### config.mk
export PLATFORM = sky130hd
export DESIGN_NAME = hdlc_dual_tx
export DESIGN_NICKNAME = d
export VERILOG_FILES = /design/src/rtl/hdlc_tx_pkg.sv /design/src/rtl/hdlc_tx_regs.sv /design/src/rtl/hdlc_tx_fifo.sv /design/src/rtl/hdlc_tx_crc.sv /design/src/rtl/hdlc_tx_serial.sv /design/src/rtl/hdlc_dual_tx.sv
export SDC_FILE = /design/constraint.sdc
export NUM_CORES = 1
export LEC_CHECK = 0
export ABC_CLOCK_PERIOD_IN_PS = 5400
export BUFFER_PORTS_ARGS = -buffer_cell sky130_fd_sc_hd__buf_2
export CAP_MARGIN = 10
export CORE_AREA = 4 4 173 175
export DETAILED_ROUTE_END_ITERATION = 6
export DIE_AREA = 0 0 177 179
export GPL_TIMING_DRIVEN = 0
export PLACE_DENSITY = 0.44
export SYNTH_ARGS = -nofsm -noshare
export SYNTH_HDL_FRONTEND = slang
export SYNTH_HIERARCHICAL = 1
export SYNTH_SLANG_ARGS = --single-unit
### constraint.sdc
create_clock -name clk -period 5.4 [get_ports clk]
set_input_delay 1.08 -clock clk [delete_from_list [all_inputs] [get_ports clk]]
set_output_delay 1.08 -clock clk [all_outputs]
set_load 0.03 [all_outputs]
### src/rtl/hdlc_tx_pkg.sv
package hdlc_tx_pkg;
  typedef enum logic [2:0] {
    ST_IDLE, ST_OPEN, ST_DATA, ST_CRC, ST_CLOSE, ST_RAW
  } tx_state_e;

  localparam logic [1:0]  A_DATA = 2'd0;
  localparam logic [1:0]  A_MODE = 2'd1;
  localparam logic [1:0]  A_CMD  = 2'd2;
  localparam logic [1:0]  A_STAT = 2'd3;

  localparam logic [7:0]  FLAG_PAT  = 8'h7E;
  localparam logic [15:0] CRC_POLY  = 16'h8408;
  localparam logic [15:0] CRC_PRESET = 16'hFFFF;
endpackage

### src/rtl/hdlc_tx_regs.sv
module hdlc_tx_regs
  import hdlc_tx_pkg::*;
#(
  parameter int DW = 8
) (
  input  logic          clk,
  input  logic          rst_n,
  input  logic          reg_wr,
  input  logic [1:0]    reg_addr,
  input  logic [DW-1:0] reg_wdata,
  input  logic          tx_ready,
  output logic [DW-1:0] reg_rdata,
  output logic          fifo_push,
  output logic [DW-1:0] fifo_wdata,
  output logic          raw_mode,
  output logic          fill_flag,
  output logic          cmd_eom,
  output logic          cmd_rst
);
  logic [1:0] mode_q, mode_d;
  logic       eom_q, eom_d, rst_q, rst_d;
  logic       wr_cmd;

  assign wr_cmd = reg_wr && (reg_addr == A_CMD);

  always_comb begin
    mode_d = mode_q;
    if (reg_wr && (reg_addr == A_MODE)) mode_d = reg_wdata[1:0];
    rst_d = wr_cmd && reg_wdata[1];
    eom_d = wr_cmd && reg_wdata[0] && !reg_wdata[1];
  end

  always_ff @(posedge clk or negedge rst_n) begin
    if (!rst_n) begin
      mode_q <= 2'b00;
      eom_q  <= 1'b0;
      rst_q  <= 1'b0;
    end else begin
      mode_q <= mode_d;
      eom_q  <= eom_d;
      rst_q  <= rst_d;
    end
  end

  always_comb begin
    unique case (reg_addr)
      A_MODE:  reg_rdata = {{(DW-2){1'b0}}, mode_q};
      A_STAT:  reg_rdata = {{(DW-1){1'b0}}, tx_ready};
      default: reg_rdata = '0;
    endcase
  end

  assign fifo_push  = reg_wr && (reg_addr == A_DATA);
  assign fifo_wdata = reg_wdata;
  assign raw_mode   = mode_q[0];
  assign fill_flag  = mode_q[1];
  assign cmd_eom    = eom_q;
  assign cmd_rst    = rst_q;
endmodule

### src/rtl/hdlc_tx_fifo.sv
module hdlc_tx_fifo #(
  parameter int DW    = 8,
  parameter int DEPTH = 16
) (
  input  logic                     clk,
  input  logic                     rst_n,
  input  logic                     push,
  input  logic [DW-1:0]            din,
  input  logic                     pop,
  input  logic                     flush,
  output logic [DW-1:0]            dout,
  output logic                     empty,
  output logic                     full,
  output logic [$clog2(DEPTH):0]   count
);
  localparam int AW = $clog2(DEPTH);
  localparam int CW = AW + 1;

  logic [DW-1:0] mem [DEPTH];
  logic [AW-1:0] wr_q, wr_d, rd_q, rd_d;
  logic [CW-1:0] cnt_q, cnt_d;
  logic          do_push, do_pop;

  assign empty   = (cnt_q == '0);
  assign full    = (cnt_q == CW'(DEPTH));
  assign do_push = push && !full && !flush;
  assign do_pop  = pop && !empty && !flush;

  always_comb begin
    if (flush) begin
      wr_d  = '0;
      rd_d  = '0;
      cnt_d = '0;
    end else begin
      wr_d  = wr_q + AW'(do_push);
      rd_d  = rd_q + AW'(do_pop);
      cnt_d = cnt_q + CW'(do_push) - CW'(do_pop);
    end
  end

  always_ff @(posedge clk or negedge rst_n) begin
    if (!rst_n) begin
      wr_q  <= '0;
      rd_q  <= '0;
      cnt_q <= '0;
    end else begin
      wr_q  <= wr_d;
      rd_q  <= rd_d;
      cnt_q <= cnt_d;
    end
  end

  always_ff @(posedge clk) begin
    if (do_push) mem[wr_q] <= din;
  end

  assign dout  = mem[rd_q];
  assign count = cnt_q;
endmodule

### src/rtl/hdlc_tx_crc.sv
module hdlc_tx_crc #(
  parameter int              W      = 16,
  parameter logic [W-1:0]    POLY   = 16'h8408,
  parameter logic [W-1:0]    PRESET = 16'hFFFF
) (
  input  logic clk,
  input  logic rst_n,
  input  logic init,
  input  logic upd,
  input  logic shift,
  input  logic din,
  output logic lsb
);
  logic [W-1:0] crc_q, crc_d;
  logic         fb;

  assign fb = crc_q[0] ^ din;

  always_comb begin
    crc_d = crc_q;
    if (init)       crc_d = PRESET;
    else if (upd)   crc_d = (crc_q >> 1) ^ (fb ? POLY : '0);
    else if (shift) crc_d = crc_q >> 1;
  end

  always_ff @(posedge clk or negedge rst_n) begin
    if (!rst_n) crc_q <= PRESET;
    else        crc_q <= crc_d;
  end

  assign lsb = crc_q[0];
endmodule

### src/rtl/hdlc_tx_serial.sv
module hdlc_tx_serial
  import hdlc_tx_pkg::*;
#(
  parameter int DW   = 8,
  parameter int CRCW = 16
) (
  input  logic          clk,
  input  logic          rst_n,
  input  logic          bit_en,
  input  logic          raw_mode,
  input  logic          fill_flag,
  input  logic          cmd_eom,
  input  logic          cmd_rst,
  input  logic [DW-1:0] fifo_dout,
  input  logic          fifo_empty,
  input  logic          fifo_full,
  output logic          fifo_pop,
  output logic          fifo_flush,
  output logic          tx_bit
);
  localparam int CNTW = $clog2(CRCW);
  localparam int BW   = $clog2(DW);
  localparam logic [CNTW-1:0] BYTE_LAST = CNTW'(DW - 1);
  localparam logic [CNTW-1:0] CRC_LAST  = CNTW'(CRCW - 1);
  localparam logic [2:0]      STUFF_RUN = 3'd5;

  tx_state_e     state_q, state_d;
  logic [CNTW-1:0] cnt_q, cnt_d;
  logic [DW-1:0] sh_q, sh_d;
  logic [2:0]    ones_q, ones_d;
  logic          eom_q, eom_d;
  logic          tx_q, tx_d;
  logic          crc_init, crc_upd, crc_shift, crc_din, crc_lsb;
  logic          byte_last, flag_bit, out_b;

  hdlc_tx_crc #(.W(CRCW), .POLY(CRC_POLY), .PRESET(CRC_PRESET)) u_crc (
    .clk(clk), .rst_n(rst_n), .init(crc_init), .upd(crc_upd),
    .shift(crc_shift), .din(crc_din), .lsb(crc_lsb)
  );

  assign byte_last = (cnt_q == BYTE_LAST);
  assign flag_bit  = FLAG_PAT[cnt_q[BW-1:0]];

  always_comb begin
    state_d    = state_q;
    cnt_d      = cnt_q;
    sh_d       = sh_q;
    ones_d     = ones_q;
    eom_d      = eom_q | cmd_eom;
    tx_d       = tx_q;
    fifo_pop   = 1'b0;
    fifo_flush = 1'b0;
    crc_init   = 1'b0;
    crc_upd    = 1'b0;
    crc_shift  = 1'b0;
    crc_din    = 1'b0;
    out_b      = 1'b1;
    if (bit_en) begin
      if (ones_q == STUFF_RUN) begin
        tx_d   = 1'b0;
        ones_d = '0;
      end else begin
        unique case (state_q)
          ST_IDLE: begin
            tx_d   = (!raw_mode && fill_flag) ? flag_bit : 1'b1;
            ones_d = '0;
            cnt_d  = byte_last ? '0 : cnt_q + 1'b1;
            if (byte_last) begin
              if (raw_mode) begin
                if (eom_q) begin
                  fifo_flush = 1'b1;
                  eom_d      = 1'b0;
                end else if (!fifo_empty) begin
                  fifo_pop = 1'b1;
                  sh_d     = fifo_dout;
                  state_d  = ST_RAW;
                end
              end else if (!fifo_empty && (eom_q || fifo_full)) begin
                crc_init = 1'b1;
                state_d  = ST_OPEN;
              end else if (eom_q) begin
                eom_d = 1'b0;
              end
            end
          end
          ST_OPEN: begin
            tx_d  = flag_bit;
            cnt_d = cnt_q + 1'b1;
            if (byte_last) begin
              fifo_pop = 1'b1;
              sh_d     = fifo_dout;
              cnt_d    = '0;
              state_d  = ST_DATA;
            end
          end
          ST_DATA: begin
            out_b   = sh_q[0];
            tx_d    = out_b;
            crc_upd = 1'b1;
            crc_din = out_b;
            ones_d  = out_b ? ones_q + 3'd1 : '0;
            sh_d    = sh_q >> 1;
            cnt_d   = cnt_q + 1'b1;
            if (byte_last) begin
              cnt_d = '0;
              if (!fifo_empty) begin
                fifo_pop = 1'b1;
                sh_d     = fifo_dout;
              end else begin
                eom_d   = 1'b0;
                state_d = ST_CRC;
              end
            end
          end
          ST_CRC: begin
            out_b     = ~crc_lsb;
            tx_d      = out_b;
            crc_shift = 1'b1;
            ones_d    = out_b ? ones_q + 3'd1 : '0;
            cnt_d     = cnt_q + 1'b1;
            if (cnt_q == CRC_LAST) begin
              cnt_d   = '0;
              state_d = ST_CLOSE;
            end
          end
          ST_CLOSE: begin
            tx_d   = flag_bit;
            ones_d = '0;
            cnt_d  = cnt_q + 1'b1;
            if (byte_last) begin
              cnt_d   = '0;
              state_d = ST_IDLE;
            end
          end
          ST_RAW: begin
            tx_d  = sh_q[0];
            sh_d  = sh_q >> 1;
            cnt_d = cnt_q + 1'b1;
            if (byte_last) begin
              cnt_d = '0;
              if (eom_q) begin
                fifo_flush = 1'b1;
                eom_d      = 1'b0;
                state_d    = ST_IDLE;
              end else if (!fifo_empty && raw_mode) begin
                fifo_pop = 1'b1;
                sh_d     = fifo_dout;
              end else begin
                state_d = ST_IDLE;
              end
            end
          end
          default: state_d = ST_IDLE;
        endcase
      end
    end
    if (cmd_rst) begin
      state_d  = ST_IDLE;
      cnt_d    = '0;
      ones_d   = '0;
      eom_d    = 1'b0;
      tx_d     = 1'b1;
      fifo_pop = 1'b0;
    end
  end

  always_ff @(posedge clk or negedge rst_n) begin
    if (!rst_n) begin
      state_q <= ST_IDLE;
      cnt_q   <= '0;
      sh_q    <= '0;
      ones_q  <= '0;
      eom_q   <= 1'b0;
      tx_q    <= 1'b1;
    end else begin
      state_q <= state_d;
      cnt_q   <= cnt_d;
      sh_q    <= sh_d;
      ones_q  <= ones_d;
      eom_q   <= eom_d;
      tx_q    <= tx_d;
    end
  end

  assign tx_bit = tx_q;
endmodule

### src/rtl/hdlc_dual_tx.sv
module hdlc_dual_tx #(
  parameter int DATA_W     = 8,
  parameter int FIFO_DEPTH = 16,
  parameter int CRC_W      = 16
) (
  input  logic              clk,
  input  logic              rst_n,
  input  logic              bit_en,
  input  logic              reg_wr,
  input  logic [1:0]        reg_addr,
  input  logic [DATA_W-1:0] reg_wdata,
  output logic [DATA_W-1:0] reg_rdata,
  output logic              tx_ready,
  output logic              tx_bit
);
  localparam int CNT_W = $clog2(FIFO_DEPTH) + 1;

  logic              fifo_push, fifo_pop, ser_flush, fifo_flush;
  logic              fifo_empty, fifo_full;
  logic [DATA_W-1:0] fifo_wdata, fifo_dout;
  logic [CNT_W-1:0]  fifo_count;
  logic              raw_mode, fill_flag, cmd_eom, cmd_rst;

  assign tx_ready   = (fifo_count <= CNT_W'(FIFO_DEPTH / 2));
  assign fifo_flush = ser_flush | cmd_rst;

  hdlc_tx_regs #(.DW(DATA_W)) u_regs (
    .clk(clk), .rst_n(rst_n), .reg_wr(reg_wr), .reg_addr(reg_addr),
    .reg_wdata(reg_wdata), .tx_ready(tx_ready), .reg_rdata(reg_rdata),
    .fifo_push(fifo_push), .fifo_wdata(fifo_wdata), .raw_mode(raw_mode),
    .fill_flag(fill_flag), .cmd_eom(cmd_eom), .cmd_rst(cmd_rst)
  );

  hdlc_tx_fifo #(.DW(DATA_W), .DEPTH(FIFO_DEPTH)) u_fifo (
    .clk(clk), .rst_n(rst_n), .push(fifo_push), .din(fifo_wdata),
    .pop(fifo_pop), .flush(fifo_flush), .dout(fifo_dout),
    .empty(fifo_empty), .full(fifo_full), .count(fifo_count)
  );

  hdlc_tx_serial #(.DW(DATA_W), .CRCW(CRC_W)) u_ser (
    .clk(clk), .rst_n(rst_n), .bit_en(bit_en), .raw_mode(raw_mode),
    .fill_flag(fill_flag), .cmd_eom(cmd_eom), .cmd_rst(cmd_rst),
    .fifo_dout(fifo_dout), .fifo_empty(fifo_empty), .fifo_full(fifo_full),
    .fifo_pop(fifo_pop), .fifo_flush(ser_flush), .tx_bit(tx_bit)
  );
endmodule

# Word-level counts from Yosys, hierarchy flattened
# Memories as Yosys holds them, arrays and structs flattened.
# Cells that the tools add are included.
[word_totals]
register_bits = 53
mem_bits_rw = 128
rom_bits = 8
input_bits = 14
mem_count = 2
[mem_list]
columns = ["memory", "depth", "word_bits", "read_ports", "rd_ports_with_merged_regs", "write_ports", "line_no", "source"]
rows = [
  ["u_fifo.mem", 16, 8, 1, 0, 1, "hdlc_tx_fifo.sv:19", "logic [DW-1:0] mem [DEPTH];"],
  ["(no name shown)", 8, 1, 1, 0, 0, "hdlc_tx_serial.sv:42", "assign flag_bit = FLAG_PAT[cnt_q[BW-1:0]];"],
]
[classes]
add_sub_neg = 6
magnitude_cmp = 2
eq_ne = 29
mux = 102
n_bitwise = 6
reduce_logical = 37
[ops]
columns = ["cell", "n"]
rows = [
  ["$mux 8", 10],
  ["$mux 16", 4],
  ["$mux 3", 21],
  ["$mux 1", 50],
  ["$pmux 8 s4", 1],
  ["$mux 4", 7],
  ["$ne 3x2->1 const B", 7],
  ["$pmux 3 s6", 1],
  ["$xor 15x16->16", 1],
  ["$logic_and 1x1->1", 13],
  ["$reduce_and 13->1", 1],
  ["$eq 3x3->1 const B", 3],
  ["$pmux 3 s3", 1],
  ["$add 4x1->4", 2],
  ["$ne 2x2->1 const B", 4],
  ["$ne 4x3->1 const B", 2],
  ["$ne 4x4->1 const B", 2],
  ["$pmux 1 s4", 2],
  ["$pmux 4 s2", 1],
  ["$reduce_and 8->1", 1],
  ["$eq 3x2->1 const B", 2],
  ["$reduce_bool 3->1", 2],
  ["$reduce_bool 6->1", 1],
  ["$reduce_or 2->1", 3],
  ["31 further kinds", 40],
]

# Depth between registers and ports, before layout
# Gate-level depths: netlist of run 1.
[depth]
depth_word = 14
depth_mapped = 18
ltp_nobuf = 17

# Modules after synthesis
# The synthesis of run 1 kept the hierarchy.
[modules_own_cells]
columns = ["mod", "instances", "cells_per_inst", "area_per_inst_um2", "seq_area_each_um2"]
rows = [
  ["hdlc_tx_fifo", 1, 290, 5724.2, 4169.0],
  ["hdlc_tx_serial", 1, 172, 1508.9, 501.7],
  ["hdlc_tx_crc", 1, 77, 834.6, 420.4],
  ["hdlc_tx_regs", 1, 30, 315.3, 100.1],
  ["hdlc_dual_tx", 1, 3, 17.5, 0.0],
]

# Least setup slack after synthesis of run 1
# OpenSTA, ideal clock, no wires.
[synth_timing]
kind = "input port to flip-flop"
startpoint = "in bit_en"
endpoint = "reg u_fifo.cnt_q[4] (netlist: u_fifo/count[4])"
setup_ps = 135
arrival_ps = 3572
slack_ps = 1692
cell_stages = 15
path_cell_list = "a21boi_1 -> nand2_1 -> nor4b_1 -> or2_2 -> clkbuf_1 -> nor3b_1 -> ha_1 -> inv_1 -> ha_1 -> inv_1 -> fa_1 -> nor2b_1 -> o21bai_1 -> a21oi_1 -> nor3b_1"
[synth_between]
elab_chain_len = 7
word_cells_on_any_way = 11
classes_between = "add/sub (2); mux (4); bitwise (1); reduce/logical (4)"
[synth_lines]
columns = ["item", "line_no", "source"]
rows = [
  ["start: declaration", "hdlc_dual_tx.sv:8", "input logic bit_en,"],
  ["$mux 1 *", "hdlc_tx_serial.sv:58", "if (bit_en) begin"],
  ["via ser_flush", "hdlc_dual_tx.sv:18", "logic fifo_push, fifo_pop, ser_flush, fifo_flush;"],
  ["$or 1x1->1 *", "hdlc_dual_tx.sv:25", "assign fifo_flush = ser_flush | cmd_rst;"],
  ["via fifo_flush", "hdlc_dual_tx.sv:18", ""],
  ["$logic_not 1->1", "hdlc_tx_fifo.sv:26, hdlc_tx_fifo.sv:27", ""],
  ["$logic_and 1x1->1", "hdlc_tx_fifo.sv:26", "assign do_push = push && !full && !flush;"],
  ["$add 5x1->5", "hdlc_tx_fifo.sv:37", "cnt_d = cnt_q + CW'(do_push) - CW'(do_pop);"],
  ["$sub 5x1->5", "hdlc_tx_fifo.sv:37", ""],
  ["$mux 5 *", "hdlc_tx_fifo.sv:30", "if (flush) begin"],
  ["via u_fifo.cnt_d[4]", "hdlc_tx_fifo.sv:21", "logic [CW-1:0] cnt_q, cnt_d;"],
  ["end signal: assignment", "hdlc_tx_fifo.sv:49", "cnt_q <= cnt_d;"],
  ["end: declaration", "hdlc_tx_fifo.sv:21", ""],
]
# Mark *: on every way through the listed nets, which the timed path passes. The rest lies on a longest branch.
# A chain may end at the register's enable or synchronous reset.

# Worst setup path in the final report of run 1
# Ends and elaborated chain as after synthesis.

==> results of run 1 <==
==> layout make-up <==
cell class                 count  area [um^2]  share of cell area [%]
sequential                   181         5190                    54.2
multi-input combinational    334         2810                    29.3
tap                          384          480                    5.01
clock buffer                  17          425                    4.44
buffer                        44          347                    3.62
clock inverter                15          171                    1.79
timing repair buffer          15         87.6                   0.914
inverter                      18         70.1                   0.731
==> flip-flops by register name, summed over array words and instances, names as in the netlist <==
signal,flops
u_fifo/count,5
u_fifo/mem,128
u_fifo/rd_q,4
u_fifo/wr_q,4
u_regs/cmd_eom,1
u_regs/cmd_rst,1
u_regs/mode_q,2
u_ser/cnt_q,4
u_ser/eom_q,1
u_ser/ones_q,3
u_ser/sh_q,8
u_ser/state_q,3
u_ser/tx_bit,1
u_ser/u_crc/crc_q,16
==> worst register-to-register path, cell delays in order (launching register included) <==
cell      delay [ns]
dfrtp_1         0.43
ha_1            0.27
a21boi_1        0.35
nand2_1         0.17
nor4b_1         0.24
or2_2           0.25
clkbuf_1        0.40
nor3b_1         0.16
ha_1            0.32
inv_1           0.05
ha_1            0.15
inv_1           0.05
fa_1            0.37
nor2b_1         0.17
o21bai_1        0.11
a21oi_1         0.21
nor3b_1         0.08
==> kinds of logic (layout without fill, tap and decap cells) <==
family / after synthesis / count (layout) / share of synthesized area [%]
flip-flops: 181 / 181 / 61.8
AND/OR/NAND/NOR: 161 / 161 / 10.3
XOR/XNOR: 9 / 9 / 0.938
multiplexers: 45 / 45 / 10.9
AO/OA/AOI/OAI: 97 / 97 / 8.58
other: 1 / 6 / 0.0446
adder cells (fa/ha/maj): 16 / 16 / 2.44
buffers and inverters: 62 / 109 / 4.96
==> power by group through the flow <==
stage,logic [W],registers [W],clock network (W)
global route,0.00114,0.00186,0.00135
detailed placement,0.00104,0.00187,0
global placement,0.00101,0.00186,0
floorplan,0.000813,0.00183,0
CTS,0.00105,0.00184,0.00129
finish,0.00104,0.00184,0.00125
==> layer usage <==
layer | global-route usage [%] | vias up
li1 | - | 2229
met1 | 15.9 | 2402
met2 | 19.7 | 79
met3 | 2.30 | 12
met4 | 3.48 | 0
met5 | 0 | -
==> stage by stage <==
| step | total power [W] | hold WS [ns] | setup slack [ns] | cell area (um^2) |
|---|---|---|---|---|
| 2_1_floorplan | 0.00264 | 0.488 | 1.69 | 8420 |
| 3_3_place_gp | 0.00287 | 0.497 | 0.979 | 8950 |
| 3_5_place_dp | 0.00291 | 0.503 | 0.924 | 8980 |
| 4_1_cts | 0.00418 | 0.516 | 1.40 | 9580 |
| 5_1_grt | 0.00436 | 0.528 | 1.15 | 9580 |
| 6_report | 0.00412 | 0.516 | 1.43 | 9580 |
==> synth_stat cells (6+ instances only) <==
| cell | instances |
|---|---|
| nor2b_1 | 9 |
| mux4_1 | 14 |
| nand3b_1 | 6 |
| a22oi_1 | 16 |
| buf_4 | 17 |
| buf_6 | 8 |
| nor2_2 | 6 |
| nand3_1 | 7 |
| ha_1 | 14 |
| nand2_1 | 28 |
| inv_1 | 17 |
| mux2i_1 | 9 |
| nor3_1 | 7 |
| edfxtp_1 | 128 |
| mux4_2 | 18 |
| a21oi_2 | 21 |
| dfrtp_1 | 36 |
| buf_2 | 8 |
| o21ai_0 | 8 |
| nor2_1 | 58 |
| a21oi_1 | 20 |
| dfstp_2 | 17 |
==> final timing paths <==
check / from / to / slack [ns] / cells past startpoint
setup reg to reg: u_ser/ones_q[0] / u_fifo/count[4] / 1.48 / 16
hold / removal: u_ser/u_crc/crc_q[7] / u_ser/u_crc/crc_q[7] / 0.52 / 2
setup / recovery: bit_en / u_fifo/count[4] / 1.43 / 16
min in group asynchronous: rst_n / u_regs/mode_q[1] / 0.69 / 1
hold reg to reg: u_ser/u_crc/crc_q[7] / u_ser/u_crc/crc_q[7] / 0.52 / 2
max in group asynchronous: rst_n / u_ser/sh_q[3] / 4.24 / 1
==> impl_metrics.yaml, run 1 <==
drt:
  via_count: 4722
  avgRoutedWirePerCell_um: 18.0
  remaining_drc_errors: 0
  vias_per_cell: 4.68
  dr.first_iter.drc_count: 310
  m1WireLength_um: 8450
  dr.max_layer_used: "met4"
  ant_nets: 0
  wl_um: 18100
  drtPass1Iterations: 4
  wl_met3_um: 612
  wl_met2_um: 8900
critical_path:
  path_buf_inv: 4
  critical-path-top-delay-family: "simple AND/OR/NAND/NOR gates"
  worst_setup_path_start_kind: "input port"
  crit_type: "in -> reg"
  cpPeakStageDelay_ns: 0.40
  path_cells: "buf_2 -> a21boi_1 -> nand2_1 -> nor4b_1 -> or2_2 -> clkbuf_1 -> nor3b_1 -> ha_1 -> inv_1 -> ha_1 -> inv_1 -> fa_1 -> nor2b_1 -> o21bai_1 -> a21oi_1 -> nor3b_1"
  crit_path_max_fanout: 10
  endpoint_kind: "flip-flop"
  crit_slowest_cell: "clkbuf_1"
  required_ns: 5.70
  cp.arrival_ns: 4.27
power_and_ir_drop:
  worst_ir_drop_vdd_v: 0.000193
  p_seq_share_pct: 44.5
  p_switching_w: 0.00133
  comb_power_share_pct: 25.1
  p_leak_nw: 3.43
  powerDensity_mw_per_mm2: 430
  p_sw_share_pct: 32.2
  clockPowerShare_pct: 30.4
  intPower_w: 0.00280
die:
  rows: 62
  die_y_um: 179
  dieArea_mm2: 0.0317
  initial_core_util_pct: 29.5
  die_w_um: 177
  core-area_mm2: 0.0285
  top_level_ports: 24
yosys:
  yosysUniqueCellTypes: 75
  synth_edf_count: 128
  ys_ff_latch: 181
  syn_area_mm2: 0.00840
  synthArstFlopShare_pct: 29.3
  seq_area_frac_synth_pct: 61.8
  synth_top_area_cell: "edfxtp_1"
  netlist.area_leader.share_pct: 45.8
  syn_inst: 572
  synth_ff_type: "edfxtp_1"
  avgSynthCellArea_um2: 14.7
  synth_area_leaders: "edfxtp_1 46%, dfrtp_1 11%, dfstp_2 5.3%, mux4_2 4.8%, mux4_1 4.4%"
  yosysWarningCount: 6
global_routing:
  grt_pass1_wl_um: 28300
  grt_start_max_net_pins: 54
  grt_pass1_vias: 4878
  grt_use_total_pct: 11.9
  overflow: 0
  antenna_found_initial: 0
clocking:
  clock_path_buffers: 2
  cts_root_buf: "clkbuf_16"
  numClockSinks: 181
  hold_buffers: 0
  cts_tree: "yes"
  numCtsBuffers: 17
  clkTransAtPathRegs_ns: 0.08
  clk_latency_ns: 0.44
  cts_setup_buffers: 0
  h-tree-depth: 4
  cts_resized: 0
sta:
  skew_ns: 0.0175
  final_max_slew_viol_count: 0
  hold_viol_final: 0
  fin_crit_sh_pct: 73.6
  setup_viol: 0
  relSlewSlack_pct: 39.7
  tightest_slew_ns: 0.902
  tns_ns: 0
  min_period_ns: 3.97
  fmax_ghz: 0.252
  grt_setup_unrepaired: "false"
final_layout:
  final_cell_mix: "128 x edfxtp_1, 58 x nor2_1, 36 x dfrtp_1"
  drive_gt1_share_pct: 26.4
  area_growth_pct: 14.1
  final_common_cell: "edfxtp_1"
  post-route-util_pct: 33.7
  nNetsFinal: 640
  diodes: 0
  instances_no_fill: 1008
  num-fill-cells: 2774
placed_design:
  port_buffers: 11
  dp_cells: 976
  hpwl_um: 12200
  gp_congestion: 0.765
job:
  timing.max_cap.violations: 0
status:
  status: "completed"
worst_hold_path:
  hold_class: "reg -> reg"
(Power assumes the default switching activity.)
==> inputs of run 2 (changes only) <==
--- a/config.mk
+++ b/config.mk
@@ -5,14 +5,14 @@
 export SDC_FILE = /design/constraint.sdc
 export NUM_CORES = 1
 export LEC_CHECK = 0
-export ABC_CLOCK_PERIOD_IN_PS = 5400
+export ABC_CLOCK_PERIOD_IN_PS = 3410
 export BUFFER_PORTS_ARGS = -buffer_cell sky130_fd_sc_hd__buf_2
 export CAP_MARGIN = 10
 export CORE_AREA = 4 4 173 175
 export DETAILED_ROUTE_END_ITERATION = 6
 export DIE_AREA = 0 0 177 179
 export GPL_TIMING_DRIVEN = 0
-export PLACE_DENSITY = 0.44
+export PLACE_DENSITY = 0.45
 export SYNTH_ARGS = -nofsm -noshare
 export SYNTH_HDL_FRONTEND = slang
 export SYNTH_HIERARCHICAL = 1
==> constraint.sdc (replaced) <==
create_clock -name clk -period 3.41 [get_ports clk]
set_input_delay 0.682 -clock clk [delete_from_list [all_inputs] [get_ports clk]]
set_output_delay 0.682 -clock clk [all_outputs]
set_load 0.03 [all_outputs]
==> run 2 against run 1 <==
Against the previous run:
- cell count increased by 1.2%
- count of clock-buffer cells in the layout unchanged
- first-iteration DRC count shrank 11%
- setup slack got worse by 1.3 ns
- flip-flop and latch count stayed put
- via count is 1.1% higher
- non-clock buffer count grew 12
- combinational power up 68%
- hold slack got worse by 0.24 ns
- utilization up 0.65 points
- global-route usage hardly changed
- critical path depth up 1
==> impl_metrics.yaml, run 2 (synthesis gave the netlist of run 1 again) <==
global_routing:
  overflow: 0
  grt_use_total_pct: 11.9
  grt_pass1_vias: 4930
  antenna_found_initial: 0
  grt_pass1_wl_um: 28300
  grt_start_max_net_pins: 54
placed_design:
  port_buffers: 11
  hpwl_um: 12100
  gp_congestion: 0.806
  place_area_mm2: 0.00898
final_layout:
  final_common_cell: "edfxtp_1"
  diodes: 0
  drive_gt1_share_pct: 30.7
  num-fill-cells: 2739
  top_register: "u_fifo/mem"
  area_growth_pct: 16.3
  nNetsFinal: 652
  post-route-cell-area_mm2: 0.00977
  largest_reg_flops: 128
  largestRegisters: "u_fifo/mem: 128 flops, u_ser/u_crc/crc_q: 16 flops, u_ser/sh_q: 8 flops"
  final_cell_mix: "128 x edfxtp_1, 57 x nor2_1, 35 x dfrtp_1"
clocking:
  clk_latency_ns: 0.44
  cts_tree: "yes"
  numClockSinks: 181
  h-tree-depth: 4
  clkTransAtPathRegs_ns: 0.08
  cts_root_buf: "clkbuf_16"
  numCtsBuffers: 17
  hold_buffers: 0
  clock_path_buffers: 2
worst_hold_path:
  hold_class: "in -> async"
sta:
  fmax_ghz: 0.308
  min_period_ns: 3.25
  final_max_slew_viol_count: 0
  hold_viol_final: 0
  fin_crit_sh_pct: 95.2
  whs_ns: 0.276
  skew_ns: 0.0144
  relSlewSlack_pct: 39.4
  tightest_slew_ns: 0.905
  setup_viol: 0
critical_path:
  path_cells: "inv_2 -> ha_2 -> nor4b_4 -> nor3b_4 -> maj3_2 -> a21oi_2 -> nor4_2 -> nor3b_4 -> ha_1 -> inv_1 -> ha_2 -> inv_2 -> fa_2 -> nor2b_2 -> o21bai_1 -> a21oi_1 -> nor3b_2"
  worst_setup_path_start_kind: "flip-flop"
  crit_path_max_fanout: 3
  critical-path-top-delay-family: "adder cells"
  crit_slowest_cell: "dfrtp_1"
  cpPeakStageDelay_ns: 0.40
  path_buf_inv: 3
  endpoint_kind: "flip-flop"
  cp.arrival_ns: 3.57
  required_ns: 3.74
  crit_type: "reg -> reg"
drt:
  via_count: 4773
  drtPass1Iterations: 5
  vias_per_cell: 4.68
  wl_um: 18000
  dr.first_iter.drc_count: 275
  avgRoutedWirePerCell_um: 17.7
  ant_nets: 0
  remaining_drc_errors: 0
power_and_ir_drop:
  worst_ir_drop_vdd_v: 0.000319
  power.total_w: 0.00662
  p_leak_nw: 3.50
  powerDensity_mw_per_mm2: 678
die:
  die_w_um: 177
  top_level_ports: 24
  core-area_mm2: 0.0285
  initial_core_util_pct: 29.5
  die_y_um: 179
  dieArea_mm2: 0.0317
  rows: 62
status:
  status: "completed"
job:
  timing.max_cap.violations: 0
-- run 2: changes by cell type in the layout (fill, tap and decap cells not counted), sizes merged --
| cell | before | now |
|---|---|---|
| buf | 50 | 63 |
| bufinv | 0 | 1 |
| clkbuf | 23 | 22 |
| clkinv | 3 | 7 |
| inv | 28 | 23 |
-- run 2: final timing paths --
check	to	slack [ns]	depth (start not counted)	from
worst max register to register	u_fifo/count[4]	0.16	17	u_fifo/count[2]
worst max-delay path	u_fifo/count[4]	0.16	17	u_fifo/count[2]
max in group asynchronous	u_ser/cnt_q[0]	2.65	1	rst_n
worst min-delay path	u_regs/mode_q[0]	0.28	1	rst_n
min in group clk	u_regs/cmd_eom	0.48	2	reg_wdata[1]
worst min register to register	u_ser/u_crc/crc_q[7]	0.51	2	u_ser/u_crc/crc_q[7]
-- run 2: what timing repair did --
item | 4_1_cts | 5_1_grt
hold endpoints to repair | 0 | 0
resized for setup | 19 | 10
gates cloned | 0 | 0
setup endpoints to repair | 4 | 1
pin swaps | 7 | 10
buffers inserted | 6 | 7
-- run 2: cell type report --
| cell class | instances | area (um^2) | share of cell area [%] |
|---|---|---|---|
| plain buffers | 43 | 353 | 3.61 |
| clock buffers | 17 | 425 | 4.35 |
| clock inverters | 15 | 168 | 1.72 |
| inverters | 18 | 70.1 | 0.717 |
| multi-input cells | 334 | 2900 | 29.7 |
| flip-flops and latches | 181 | 5190 | 53.1 |
| well taps | 384 | 480 | 4.92 |
| repair buffers | 28 | 180 | 1.84 |
-- run 2: where the power goes --
part	total, W	switching [W]	internal [W]	leakage [nW]
Sequential	0.00292	0.000231	0.00269	1.78
Clock	0.00196	0.000918	0.00104	0.282
Combinational	0.00175	0.000920	0.000826	1.44
Total	0.00662	0.00207	0.00455	3.50
-- run 2: per-layer routing --
metal | GRT usage (%) | wire (um) | vias to the layer above
li1 | - | - | 2245
met4 | 4.35 | 350 | 0
met1 | 15.7 | 8330 | 2427
met2 | 19.4 | 8770 | 81
met5 | 0 | 0 | -
met3 | 2.45 | 558 | 20
-- run 2: stage by stage --
stage / setup TNS [ns] / util (%) / setup WS (ns) / std cells
3_3_place_gp: -9.63 / 31.5 / -0.578 / 972
4_1_cts: 0 / 34.0 / 0.0268 / 1014
3_5_place_dp: -1.47 / 31.5 / -0.596 / 976
2_1_floorplan: 0 / - / 0.0779 / 577
5_1_grt: -0.0393 / 34.3 / -0.0393 / 1020
6_report: 0 / 34.3 / 0.164 / 1020
==> inputs of run 3 (changes only) <==
--- a/config.mk
+++ b/config.mk
@@ -8,12 +8,12 @@
 export ABC_CLOCK_PERIOD_IN_PS = 3410
 export BUFFER_PORTS_ARGS = -buffer_cell sky130_fd_sc_hd__buf_2
 export CAP_MARGIN = 10
-export CORE_AREA = 4 4 173 175
+export CORE_AREA = 4 4 169 171
+export CTS_BUF_LIST = sky130_fd_sc_hd__clkbuf_8
 export DETAILED_ROUTE_END_ITERATION = 6
-export DIE_AREA = 0 0 177 179
+export DIE_AREA = 0 0 173 175
 export GPL_TIMING_DRIVEN = 0
-export PLACE_DENSITY = 0.45
+export PLACE_DENSITY = 0.46
 export SYNTH_ARGS = -nofsm -noshare
 export SYNTH_HDL_FRONTEND = slang
-export SYNTH_HIERARCHICAL = 1
 export SYNTH_SLANG_ARGS = --single-unit
==> run 3 against run 2 <==
Against the previous run:
- cell count fell by 2.8%
- routed wire length grew 3.2%
- critical path depth shrank 10
- sequential share of layout area is 3.2 points higher
- design area is 5.7% lower
- critical path type unchanged
- largest cell class unchanged
- largest power group unchanged
==> impl_metrics.yaml, run 3 <==
critical_path:
  critical-path-top-delay-family: "simple AND/OR/NAND/NOR gates"
  crit_slowest_cell: "nor2_1"
  required_ns: 3.50
  cp.arrival_ns: 3.27
  path_cells: "inv_1 -> ha_1 -> nor3b_2 -> a2111o_1 -> a311o_2 -> or3b_4 -> nor2_1"
  endpoint_kind: "flip-flop"
  worst_setup_path_start_kind: "flip-flop"
  cpPeakStageDelay_ns: 0.68
  crit_path_max_fanout: 8
  path_buf_inv: 1
  crit_type: "reg -> reg"
sta:
  grt_setup_unrepaired: "true"
  final_max_slew_viol_count: 0
  hold_viol_final: 0
  skew_ns: 0.0280
  min_period_ns: 3.18
  fin_crit_sh_pct: 93.2
  fmax_ghz: 0.315
  relSlewSlack_pct: 33.7
  tightest_slew_ns: 0.989
  setup_viol: 0
final_layout:
  regArea_mm2: 0.00519
  drive_gt1_share_pct: 23.5
  multiInputGateArea_mm2: 0.00273
  top_register: "u_fifo.mem"
  area_growth_pct: 14.3
  num-fill-cells: 2607
  post-route-util_pct: 34.3
  largestRegisters: "u_fifo.mem: 128 flops, u_ser.u_crc.crc_q: 16 flops, u_ser.sh_q: 8 flops"
  final_common_cell: "edfxtp_1"
  post-route-cell-area_mm2: 0.00922
  largest_reg_flops: 128
  nNetsFinal: 668
  instances_no_fill: 991
  final_cell_mix: "128 x edfxtp_1, 57 x nand2_1, 36 x dfrtp_1"
  diodes: 0
global_routing:
  grt_use_total_pct: 12.4
  overflow: 0
  grt_pass1_vias: 4998
  grt_start_max_net_pins: 54
  grt_pass1_wl_um: 28900
  antenna_found_initial: 0
clocking:
  clkTransAtPathRegs_ns: 0.11
  h-tree-depth: 4
  numCtsBuffers: 17
  clk_latency_ns: 0.48
  clock_path_buffers: 2
  cts_root_buf: "clkbuf_8"
  numClockSinks: 181
  cts_tree: "yes"
power_and_ir_drop:
  p_sw_share_pct: 35.1
  p_switching_w: 0.00220
  power.total_w: 0.00626
  comb_power_share_pct: 29.2
  worst_ir_drop_vdd_v: 0.000362
  intPower_w: 0.00406
  powerDensity_mw_per_mm2: 679
  clockPowerShare_pct: 25.1
  p_leak_nw: 3.22
  p_seq_share_pct: 45.8
yosys:
  synthArstFlopShare_pct: 29.3
  synth_ff_type: "edfxtp_1"
  synth_mux_area_share_pct: 9.00
  synth_top_area_cell: "edfxtp_1"
  synthTopCellsByCount: "128 x edfxtp_1, 57 x nand2_1, 37 x nor2_1"
  synth_xor_area_share_pct: 1.19
  syn_inst: 586
  synth-simple-area-share_pct: 12.1
  synth.most_common_cell: "edfxtp_1"
  yosys.area_share.adder_pct: 2.73
  yosysWarningCount: 0
  seq_area_frac_synth_pct: 64.4
  synth_area_leaders: "edfxtp_1 48%, dfrtp_1 11%, mux4_2 7.8%, dfstp_2 5.5%, nand2_1 2.7%"
  syn_area_mm2: 0.00806
  yosysUniqueCellTypes: 63
  avgSynthCellArea_um2: 13.8
  synth_top_family_by_area: "simple AND/OR/NAND/NOR gates"
  synth_compound_area_share_pct: 7.34
  netlist.area_leader.share_pct: 47.7
  synth_edf_count: 128
  ys_ff_latch: 181
drt:
  wl_um: 18600
  drtPass1Iterations: 7
  via_count: 4934
  dr.first_iter.drc_count: 317
  remaining_drc_errors: 0
  vias_per_cell: 4.98
  ant_nets: 0
  avgRoutedWirePerCell_um: 18.8
placed_design:
  hpwl_um: 12500
  dp_cells: 954
  place_area_mm2: 0.00870
  gp_congestion: 0.855
  port_buffers: 17
die:
  core-area_mm2: 0.0269
  die_y_um: 175
  rows: 60
  initial_core_util_pct: 30.0
  top_level_ports: 24
  die_w_um: 173
  dieArea_mm2: 0.0303
worst_hold_path:
  hold_class: "in -> async"
status:
  status: "completed"
job:
  timing.max_cap.violations: 0
run 3: path summary, 6_finish.rpt:
kind | start | end | slack (ns) | cells past startpoint
max | u_fifo.count[3] | u_fifo.mem[8][0] | 0.23 | 7
min | rst_n | u_fifo.count[3] | 0.25 | 1
max reg2reg | u_fifo.count[3] | u_fifo.mem[8][0] | 0.23 | 7
min reg2reg | u_ser.u_crc.crc_q[13] | u_ser.u_crc.crc_q[12] | 0.49 | 2
max in group asynchronous | rst_n | u_ser.state_q[2] | 2.67 | 1
min in group clk | u_ser.u_crc.crc_q[13] | u_ser.u_crc.crc_q[12] | 0.49 | 2
run 3: cell type report:
class / count / area share, %
Sequential cell: 181 / 56.3
Clock inverter: 15 / 2.25
Multi-Input combinational cell: 353 / 29.6
Tap cell: 341 / 4.63
Inverter: 21 / 0.855
Buffer: 35 / 1.95
Timing Repair Buffer: 28 / 1.85
Clock buffer: 17 / 2.54
run 3: metal layers:
| layer | vias up | track usage (%) | share of wire [%] |
|---|---|---|---|
| li1 | 2297 | - | - |
| met1 | 2513 | 16.1 | 45 |
| met2 | 103 | 20.7 | 49 |
| met3 | 21 | 3.05 | 4.8 |
| met4 | 0 | 3.69 | 1.7 |
| met5 | - | 0 | 0 |
run 3: cells by family after synthesis:
logic type / count (synthesis)
AO/OA/AOI/OAI: 87
buffers and inverters: 57
XOR/XNOR: 11
adder cells (fa/ha/maj): 17
multiplexers: 37
flip-flops: 181
AND/OR/NAND/NOR: 195
other: 1
run 3: repair_timing:
action	4_1_cts	5_1_grt
hold buffers	0	0
setup buffers	0	6
endpoints found under the hold margin	0	0
pin swaps	0	2
setup endpoints to repair	1	17
resized for setup	3	9
run 3: power by group through the flow:
| stage | Clock [W] | Combinational (W) | Sequential, W |
|---|---|---|---|
| floorplan | 0 | 0.00134 | 0.00287 |
| global placement | 0 | 0.00173 | 0.00290 |
| detailed placement | 0 | 0.00180 | 0.00291 |
| CTS | 0.00162 | 0.00181 | 0.00287 |
| global route | 0.00170 | 0.00204 | 0.00290 |
| finish | 0.00157 | 0.00182 | 0.00286 |
run 3: per-stage QoR:
step                hold slack (ns)  setup TNS, ns  setup WS (ns)
CTS                           0.464              0         0.0563
global placement              0.469         -32.43         -0.679
finish                        0.251              0          0.233
detailed placement            0.480         -0.368         -0.327
floorplan                     0.386              0          0.324
global route                  0.286        -0.0180        -0.0180
